<file path="src/rtl/lin_tk_pkg.sv">
package lin_tk_pkg;

    localparam int unsigned FLAG_N     = 3;
    localparam int unsigned FLAG_BUS   = 0;
    localparam int unsigned FLAG_FRAME = 1;
    localparam int unsigned FLAG_WAKE  = 2;

    // Budget extension in bit times for a response of nbytes data bytes:
    // (data + checksum bytes, 10 bits each, plus one) scaled by 1.4, rounded.
    function automatic int unsigned frame_ext(input int unsigned nbytes);
        return ((nbytes * 10 + 11) * 14 + 5) / 10;
    endfunction

endpackage

</file>
<file path="src/rtl/lin_idle_timer.sv">
module lin_idle_timer #(
    parameter int unsigned CNT_W = 16,
    parameter int unsigned LIMIT = 25000
) (
    input  logic             clk,
    input  logic             rst_n,
    input  logic             tick,
    input  logic             run,
    input  logic             activity,
    output logic [CNT_W-1:0] count,
    output logic             hit
);
    localparam logic [CNT_W-1:0] LIM_V = CNT_W'(LIMIT);

    typedef struct packed {
        logic [CNT_W-1:0] cnt;
    } idle_st_t;

    idle_st_t st_d, st_q;
    logic     hit_d;

    always_comb begin
        st_d  = st_q;
        hit_d = 1'b0;
        if (activity) begin
            st_d.cnt = '0;
        end else if (run && tick && (st_q.cnt != LIM_V)) begin
            st_d.cnt = st_q.cnt + 1'b1;
            hit_d    = (st_d.cnt == LIM_V);
        end
    end

    always_ff @(posedge clk or negedge rst_n) begin
        if (!rst_n) st_q <= '0;
        else        st_q <= st_d;
    end

    assign count = st_q.cnt;
    assign hit   = hit_d;
endmodule

</file>
<file path="src/rtl/lin_frame_budget.sv">
module lin_frame_budget #(
    parameter int unsigned BUD_W     = 8,
    parameter int unsigned LEN_W     = 4,
    parameter int unsigned HDR_LIMIT = 49
) (
    input  logic             clk,
    input  logic             rst_n,
    input  logic             tick,
    input  logic             run,
    input  logic             load,
    input  logic             extend,
    input  logic [LEN_W-1:0] len,
    output logic [BUD_W-1:0] budget,
    output logic             expire
);
    import lin_tk_pkg::*;

    localparam int unsigned BUD_MAX = (1 << BUD_W) - 1;

    typedef struct packed {
        logic [BUD_W-1:0] bud;
    } bud_st_t;

    bud_st_t     st_d, st_q;
    logic        exp_d;
    int unsigned sum;

    always_comb begin
        st_d  = st_q;
        exp_d = 1'b0;
        sum   = 32'(st_q.bud) + frame_ext(32'(len));
        if (load) begin
            st_d.bud = BUD_W'(HDR_LIMIT);
        end else if (extend) begin
            st_d.bud = (sum > BUD_MAX) ? BUD_W'(BUD_MAX) : BUD_W'(sum);
        end else if (run && tick) begin
            if (st_q.bud != '0) st_d.bud = st_q.bud - 1'b1;
            exp_d = (st_d.bud == '0);
        end
    end

    always_ff @(posedge clk or negedge rst_n) begin
        if (!rst_n) st_q <= '0;
        else        st_q <= st_d;
    end

    assign budget = st_q.bud;
    assign expire = exp_d;
endmodule

</file>
<file path="src/rtl/lin_wake_wait.sv">
module lin_wake_wait #(
    parameter int unsigned CNT_W = 8,
    parameter int unsigned LIMIT = 128
) (
    input  logic             clk,
    input  logic             rst_n,
    input  logic             tick,
    input  logic             start,
    input  logic             cancel,
    output logic [CNT_W-1:0] count,
    output logic             pending,
    output logic             expire
);
    localparam logic [CNT_W-1:0] LIM_V = CNT_W'(LIMIT);

    typedef struct packed {
        logic             busy;
        logic [CNT_W-1:0] cnt;
    } wake_st_t;

    wake_st_t st_d, st_q;
    logic     exp_d;

    always_comb begin
        st_d  = st_q;
        exp_d = 1'b0;
        if (start) begin
            st_d.busy = 1'b1;
            st_d.cnt  = '0;
        end else if (cancel) begin
            st_d.busy = 1'b0;
        end else if (st_q.busy && tick) begin
            st_d.cnt = st_q.cnt + 1'b1;
            if (st_d.cnt == LIM_V) begin
                st_d.busy = 1'b0;
                exp_d     = 1'b1;
            end
        end
    end

    always_ff @(posedge clk or negedge rst_n) begin
        if (!rst_n) st_q <= '0;
        else        st_q <= st_d;
    end

    assign count   = st_q.cnt;
    assign pending = st_q.busy;
    assign expire  = exp_d;
endmodule

</file>
<file path="src/rtl/lin_tmo_flags.sv">
module lin_tmo_flags #(
    parameter int unsigned N = 3
) (
    input  logic         clk,
    input  logic         rst_n,
    input  logic [N-1:0] set,
    input  logic [N-1:0] clr,
    output logic [N-1:0] flags
);
    logic [N-1:0] flg_d, flg_q;

    for (genvar i = 0; i < N; i++) begin : g_flag
        always_comb begin
            if (set[i])      flg_d[i] = 1'b1;
            else if (clr[i]) flg_d[i] = 1'b0;
            else             flg_d[i] = flg_q[i];
        end
    end

    always_ff @(posedge clk or negedge rst_n) begin
        if (!rst_n) flg_q <= '0;
        else        flg_q <= flg_d;
    end

    assign flags = flg_q;
endmodule

</file>
<file path="src/rtl/lin_timekeeper.sv">
module lin_timekeeper #(
    parameter int unsigned IDLE_W     = 16,
    parameter int unsigned IDLE_LIMIT = 25000,
    parameter int unsigned FRAME_W    = 8,
    parameter int unsigned HDR_LIMIT  = 49,
    parameter int unsigned LEN_W      = 4,
    parameter int unsigned WAKE_W     = 8,
    parameter int unsigned WAKE_LIMIT = 128
) (
    input  logic               clk,
    input  logic               rst_n,
    input  logic               bit_tick,
    input  logic               bus_sleep,
    input  logic               xfer_active,
    input  logic               bus_activity,
    input  logic               hdr_start,
    input  logic               id_done,
    input  logic [LEN_W-1:0]   resp_len,
    input  logic               wake_req,
    input  logic [2:0]         flag_clr,
    output logic [IDLE_W-1:0]  idle_time,
    output logic [FRAME_W-1:0] frame_budget,
    output logic [WAKE_W-1:0]  wake_time,
    output logic               wake_pending,
    output logic               bus_tmo,
    output logic               frame_tmo,
    output logic               wake_tmo
);
    import lin_tk_pkg::*;

    logic               idle_run, frame_run;
    logic               idle_hit, frame_exp, wake_exp;
    logic [FLAG_N-1:0]  flag_set, flag_q;

    assign idle_run  = !bus_sleep && !xfer_active;
    assign frame_run = xfer_active && !bus_sleep;

    lin_idle_timer #(.CNT_W(IDLE_W), .LIMIT(IDLE_LIMIT)) idle_i (
        .clk(clk), .rst_n(rst_n), .tick(bit_tick), .run(idle_run),
        .activity(bus_activity), .count(idle_time), .hit(idle_hit)
    );

    lin_frame_budget #(.BUD_W(FRAME_W), .LEN_W(LEN_W), .HDR_LIMIT(HDR_LIMIT)) frame_i (
        .clk(clk), .rst_n(rst_n), .tick(bit_tick), .run(frame_run),
        .load(hdr_start), .extend(id_done), .len(resp_len),
        .budget(frame_budget), .expire(frame_exp)
    );

    lin_wake_wait #(.CNT_W(WAKE_W), .LIMIT(WAKE_LIMIT)) wake_i (
        .clk(clk), .rst_n(rst_n), .tick(bit_tick), .start(wake_req),
        .cancel(bus_activity), .count(wake_time), .pending(wake_pending),
        .expire(wake_exp)
    );

    always_comb begin
        flag_set             = '0;
        flag_set[FLAG_BUS]   = idle_hit;
        flag_set[FLAG_FRAME] = frame_exp;
        flag_set[FLAG_WAKE]  = wake_exp;
    end

    lin_tmo_flags #(.N(FLAG_N)) flags_i (
        .clk(clk), .rst_n(rst_n), .set(flag_set), .clr(flag_clr), .flags(flag_q)
    );

    assign bus_tmo   = flag_q[FLAG_BUS];
    assign frame_tmo = flag_q[FLAG_FRAME];
    assign wake_tmo  = flag_q[FLAG_WAKE];
endmodule

</file>
<file path="config.mk">
export PLATFORM = sky130hd
export DESIGN_NAME = lin_timekeeper
export DESIGN_NICKNAME = d
export VERILOG_FILES = /design/src/rtl/lin_tk_pkg.sv /design/src/rtl/lin_idle_timer.sv /design/src/rtl/lin_frame_budget.sv /design/src/rtl/lin_wake_wait.sv /design/src/rtl/lin_tmo_flags.sv /design/src/rtl/lin_timekeeper.sv
export SDC_FILE = /design/constraint.sdc
export NUM_CORES = 1
export LEC_CHECK = 0
export ABC_AREA = 0
export ABC_CLOCK_PERIOD_IN_PS = 2800
export BUFFER_PORTS_ARGS = -buffer_cell sky130_fd_sc_hd__buf_2
export CORE_MARGIN = 5
export CORE_UTILIZATION = 50
export DETAILED_ROUTE_END_ITERATION = 8
export PLACE_DENSITY_LB_ADDON = 0.3
export SLEW_MARGIN = 20
export SYNTH_ARGS = -nofsm -noshare
export SYNTH_HDL_FRONTEND = slang
export SYNTH_SLANG_ARGS = --single-unit
export TNS_END_PERCENT = 10
</file>
<file path="constraint.sdc">
create_clock -name clk -period 2.8 [get_ports clk]
set_input_delay 0 -clock clk [delete_from_list [all_inputs] [get_ports clk]]
set_output_delay 0 -clock clk [all_outputs]
set_load 0.005 [all_outputs]
</file>
# Word-level counts from Yosys, hierarchy flattened
# Cells that the tools add are included.
# totals
out_inout_bits	36
mem_bits_rw	0
mem_bits_ro	0
n_memories	0
regBits	36
elab_cells	71
inputBits	16
latchBits	0
# op_classes
reduce_logical	20
eq_ne	4
div	1
n_mul	2
order_cmp	1
bitwise_logic	0
n_shift	0
add_sub_neg	6
muxes	30
# ops
cell	count
two-way mux 8 bit	9
adder 32 x 3 -> 32 bit (second input constant)	1
adder 8 x 32 -> 32 bit	1
divider 32 x 4 -> 32 bit (second input constant)	1
> comparator 32 x 8 -> 1 bit (second input constant)	1
multiplier 32 x 3 -> 31 bit (second input constant)	1
two-way mux 16 bit	2
two-way mux 9 bit	2
two-way mux 1 bit	17
adder 16 x 1 -> 16 bit (second input constant)	1
== test 16 x 15 -> 1 bit (second input constant)	1
!= test 16 x 15 -> 1 bit (second input constant)	1
nonzero test 2 bit	5
adder 8 x 4 -> 9 bit (second input constant)	1
nonzero test 3 bit	3
adder 8 x 1 -> 8 bit (second input constant)	1
== test 8 bit (second input constant)	1
logical NOT 8 bit	1
nonzero test 8 bit	1
subtractor 8 x 1 -> 8 bit (second input constant)	1
multiplier 4 x 3 -> 7 bit (second input constant)	1
logical AND 1 bit	6
AND reduction 2 bit	2
logical NOT 1 bit	2
!= test 2 x 1 -> 1 bit (second input constant)	1

# Logic depth before layout (Yosys ltp)
# logic_depth
depth_word	11
ltp_mapped	60
mapped_depth_nobuf	57

# By module
# Synthesis repeated with hierarchy kept, for this count alone.
# unflattened
cells_unflattened	778
area_unflattened_um2	6018.3
# modules_own_cells
mod	seq_area_each_um2	cells_each	n_inst	area_each_um2
lin_frame_budget	200.2	584	1	4146.5
lin_idle_timer	400.4	125	1	1207.4
lin_wake_wait	225.2	58	1	543.0
lin_tmo_flags	75.1	9	1	108.9
lin_timekeeper	0.0	2	1	12.5

# Worst setup path after synthesis
# Ideal clock, no wire load.
# synth_path
path_kind	input -> register
startpoint	input resp_len[1]
endpoint	register frame_i.st_q (netlist bit frame_i.budget[0])
t_required_ns	2.679
path_buffers	1
setup_slack_ns	-8.932
t_arrival_ns	11.610
setup_ns	0.121
path_stages	55
path_cell_list	ha_1 -> ha_1 -> fa_1 -> and3_1 -> nor2_1 -> a21oi_1 -> a22o_1 -> inv_1 -> fa_1 -> inv_1 -> ha_1 -> clkbuf_1 -> and3_1 -> and3_1 -> a22oi_1 -> nand4b_1 -> o32ai_2 -> nand2b_1 -> (+19 left out) -> a22oi_1 -> mux2_1 -> o2111ai_1 -> ha_1 -> fa_1 -> a21oi_1 -> nor2_1 -> nor2_1 -> o21bai_1 -> a21oi_1 -> nor2b_1 -> o21ai_0 -> a21oi_1 -> nor4b_1 -> nand2_1 -> nor2_1 -> a31oi_1 -> o22a_1
# synth_between
elab_chain_cells	10
# synth_lines
item	line	source
start, declared	lin_timekeeper.sv:18	input logic [LEN_W-1:0] resp_len,
multiplier 4 x 3 -> 7 bit (*)	lin_tk_pkg.sv:11	return ((nbytes * 10 + 11) * 14 + 5) / 10;
adder 8 x 4 -> 9 bit (*)	lin_tk_pkg.sv:11	
multiplier 32 x 3 -> 31 bit (*)	lin_tk_pkg.sv:11	
adder 32 x 3 -> 32 bit (*)	lin_tk_pkg.sv:11	
divider 32 x 4 -> 32 bit (*)	lin_tk_pkg.sv:11	
adder 8 x 32 -> 32 bit (*)	lin_frame_budget.sv:31	sum = 32'(st_q.bud) + frame_ext(32'(len));
> comparator 32 x 8 -> 1 bit	lin_frame_budget.sv:35	st_d.bud = (sum > BUD_MAX) ? BUD_W'(BUD_MAX) : BUD_W'(sum);
two-way mux 8 bit (*)	lin_frame_budget.sv:35	
two-way mux 8 bit (*)	lin_frame_budget.sv:34	end else if (extend) begin
two-way mux 8 bit (*)	lin_frame_budget.sv:32	if (load) begin
end signal, assigned	lin_frame_budget.sv:44	else st_q <= st_d;
end, declared	lin_frame_budget.sv:24	bud_st_t st_d, st_q;
# Mark *: on every way between the ends. The rest lies on a longest branch, timed or not.
# A chain may end at the register's enable or synchronous reset.

# Final worst setup path
# Ends and elaborated chain as after synthesis.

==> flow_metrics.env <==
export IMPL_synth_seq_cells=36
export IMPL_clock_path_buffers=2
export IMPL_num_vias=8986
export IMPL_core_rowCount=40
export IMPL_slew_headroom_pct=44.3
export IMPL_synth_cells=814
export IMPL_async_reset_ff_share_pct=100
export IMPL_fin_skew_ns=0.00921
export IMPL_synth_xor_area_share_pct=10.0
export IMPL_worstSetupStartpointType="primary input"
export IMPL_r2r_cells=15
export IMPL_cap_violations=0
export IMPL_crit_slowest_cell="fa_2"
export IMPL_hold_path_end="wake_i.count[7]$_DFFE_PN0P_"
export IMPL_wl_mm=28.4
export IMPL_final_util_pct=82.7
export IMPL_ys_flop_type="dfrtp_1"
export IMPL_critPathKind="in -> reg"
export IMPL_die_x_um=121
export IMPL_synthAdderAreaFrac_pct=9.76
export IMPL_overflow=0
export IMPL_slew_violations=0
export IMPL_multi_input_area_sq_um=5840
export IMPL_regArea_sq_um=901
export IMPL_grt_setup_unrepaired="true"
export IMPL_synthesis_area_sq_um=6210
export IMPL_grt_antenna_before_repair=0
export IMPL_yosysWarnings=0
export IMPL_hp_class="in -> reg"
export IMPL_drc=0
export IMPL_drt_iter0_markers=1295
export IMPL_rr_endpoint="frame_i.budget[0]$_DFFE_PN0P_"
export IMPL_core_area_sq_um=12100
export IMPL_max_freq_mhz=82.7
export IMPL_ant_nets=0
export IMPL_io_pins=52
export IMPL_r2r_start="frame_i.budget[0]$_DFFE_PN0P_"
export IMPL_grt_pass1_vias=7554
export IMPL_cts_tree="yes"
export IMPL_cp_top_family="compound AO/OA/AOI/OAI gates"
export IMPL_critPathRequiredTime_ns=2.97
export IMPL_post_dp_cell_area_sq_um=8580
export IMPL_reg2reg_slack_ns=-0.17
export IMPL_min_period_ns=12.09
export IMPL_start_util_pct=51.2
export IMPL_synth_simple_area_share_pct=27.5
export IMPL_fin_setup_tns_ns=-73.67
export IMPL_violations="setup timing"
export IMPL_first_pass_iters=9
export IMPL_worstMarginPinSlew_ns=0.835
export IMPL_max_stage_delay_ns=0.56
export IMPL_cpMostUsedCell="buf_4"
export IMPL_worst_path_buf_inv=14
export IMPL_detail_route_vias_per_cell=6.75
export IMPL_cts_root_buf="clkbuf_16"
export IMPL_setup_ws_ns=-9.29
export IMPL_cts_max_level=2
export IMPL_routedWlPerCell_um=21.3
export IMPL_final_area_sq_um=10000
export IMPL_syn_avg_cell_area_sq_um=7.63
export IMPL_hold_depth=2
export IMPL_grtUsageTotal_pct=28.5
export IMPL_syn_to_final_growth_pct=61.4
export IMPL_crit_arrival_ns=12.26
export IMPL_fin_crit_sh_pct=432
export IMPL_synth_compound_area_share_pct=31.5
export IMPL_cp_max_fo=6
export IMPL_hold_start="wake_req"
export IMPL_drive_above_1_share_pct=45.6
export IMPL_nNetsFinal=1223
export IMPL_fillCellCount=648
export IMPL_cts_clk_slew_worst_paths_ns=0.06
export IMPL_synth_edf_count=0
export IMPL_port_buffers=51
export IMPL_place_congestion=0.912
export IMPL_clk_latency_ns=0.28
export IMPL_dp_hpwl_mm=15.1
export IMPL_grt_pass1_wl_mm=35.7
export IMPL_cp_end_kind="flip-flop"
export IMPL_grt_start_max_net_pins=37
export IMPL_crit_cells=65
export IMPL_hold_viol=0
export IMPL_die_h_um=121
export IMPL_die_area_sq_um=14700
export IMPL_muxShareOfSynthArea_pct=2.30
export IMPL_numCtsBuffers=5
export IMPL_outcome="finished with violations"
export IMPL_synthesis_nets=874
export IMPL_ys_seq_area_share_pct=14.5
export IMPL_diodes=0
export IMPL_setup_viol=8
export IMPL_cts_sinks=36
export IMPL_synth_distinct_cells=113
export IMPL_synth_top_family_by_area="compound AO/OA/AOI/OAI gates"
-- per-stage QoR --
step	cells	worst slack (ns)	hold WS (ns)
after floorplan	814	-8.42	-0.296
after global placement	1257	-8.66	0.128
after detailed placement	1257	-9.04	0.131
after CTS	1297	-8.34	0.0147
after global routing	1332	-9.56	0.0396
final	1332	-9.29	0.0106
-- flip-flops by register name, summed over array words and instances, names as in the netlist --
| signal | count |
|---|---|
| frame_i.budget | 8 |
| wake_i.count | 8 |
| idle_i.count | 16 |
| flags_i.flags | 3 |
| wake_i.pending | 1 |
-- cells in the final DEF (no fill, tap or decap), types with 7 or more instances in the layout --
cell type / instances
inv_1: 34
o211ai_1: 12
xnor2_1: 26
nor3_1: 24
xnor2_2: 8
dfrtp_1: 36
o21ai_0: 28
nor4_1: 7
a31oi_1: 10
nor2_1: 72
nand4_1: 14
and3_1: 14
a21o_1: 11
a21oi_2: 11
a211o_1: 7
ha_4: 8
xor2_1: 26
buf_6: 17
a21oi_1: 43
buf_2: 50
nor2b_1: 7
ha_1: 28
buf_4: 293
or3_1: 7
nand3_1: 42
nand2_1: 76
and2_1: 8
o21ai_1: 9
mux2i_1: 7
-- final cells by class --
class / instances / share of cell area (%)
multi-input cells: 714 / 58.3
clock buffers: 5 / 1.25
repair buffers: 369 / 27.8
flip-flops and latches: 36 / 8.99
clock inverters: 3 / 0.187
well taps: 168 / 2.10
inverters: 37 / 1.39
-- timing repair --
| action | in CTS | in global routing |
|---|---|---|
| endpoints found under the setup margin | 8 | 8 |
| hold buffers | 4 | 0 |
| hold endpoints to repair | 39 | 0 |
| gates resized for setup | 73 | 62 |
| gates cloned | 0 | 2 |
| buffers inserted | 28 | 34 |
| pin swaps | 75 | 72 |
-- Yosys cell counts, types with 6 or more instances --
library cell,n,area (sq um)
nand2_1,83,312
o22ai_1,7,43.8
nor2b_1,7,43.8
inv_1,37,139
nor4_1,11,68.8
clkbuf_1,15,56.3
a21o_1,12,90.1
dfrtp_1,36,901
xor2_1,27,236
nor2_1,75,282
and2_1,10,62.6
nand3_1,45,225
a211oi_2,6,75.1
o21ai_1,10,50.1
mux2i_1,8,80.1
or2_2,6,37.5
nand4_1,14,87.6
ha_1,38,475
nor3_1,25,125
and3_1,19,119
a31oi_1,11,68.8
o21ai_0,32,160
a21oi_1,56,280
a211o_1,8,70.1
fa_1,6,120
o211ai_1,12,90.1
or3_1,9,56.3
xnor2_1,32,280
o31ai_1,7,52.6
-- routing by layer --
layer / GRT usage [%] / vias up / share of wire [%]
li1: - / 3765 / -
met1: 35.6 / 4126 / 36
met2: 50.9 / 823 / 46
met3: 2.94 / 272 / 11
met4: 9.66 / 0 / 7.8
met5: 0 / - / 0
-- how the worst max path moves through the flow --
| stage | from | end |
|---|---|---|
| floorplan | resp_len[1] | frame_i.budget[0]$_DFFE_PN0P_ |
| global placement | resp_len[1] | frame_i.budget[1]$_DFFE_PN0P_ |
| detailed placement | resp_len[1] | frame_i.budget[1]$_DFFE_PN0P_ |
| CTS | resp_len[3] | frame_i.budget[0]$_DFFE_PN0P_ |
| global route | resp_len[1] | frame_i.budget[0]$_DFFE_PN0P_ |
| finish | resp_len[1] | frame_i.budget[0]$_DFFE_PN0P_ |
-- logic make-up after synthesis --
group                    after synthesis
AND/OR/NAND/NOR                      337
AO/OA/AOI/OAI                        255
XOR/XNOR                              65
buffers and inverters                 64
adder cells (fa/ha/maj)               45
flip-flops                            36
multiplexers                          12
Power is left out: the tool's default activity adds up to more than one toggle a clock period on the data nets, which glitch-free logic cannot reach.
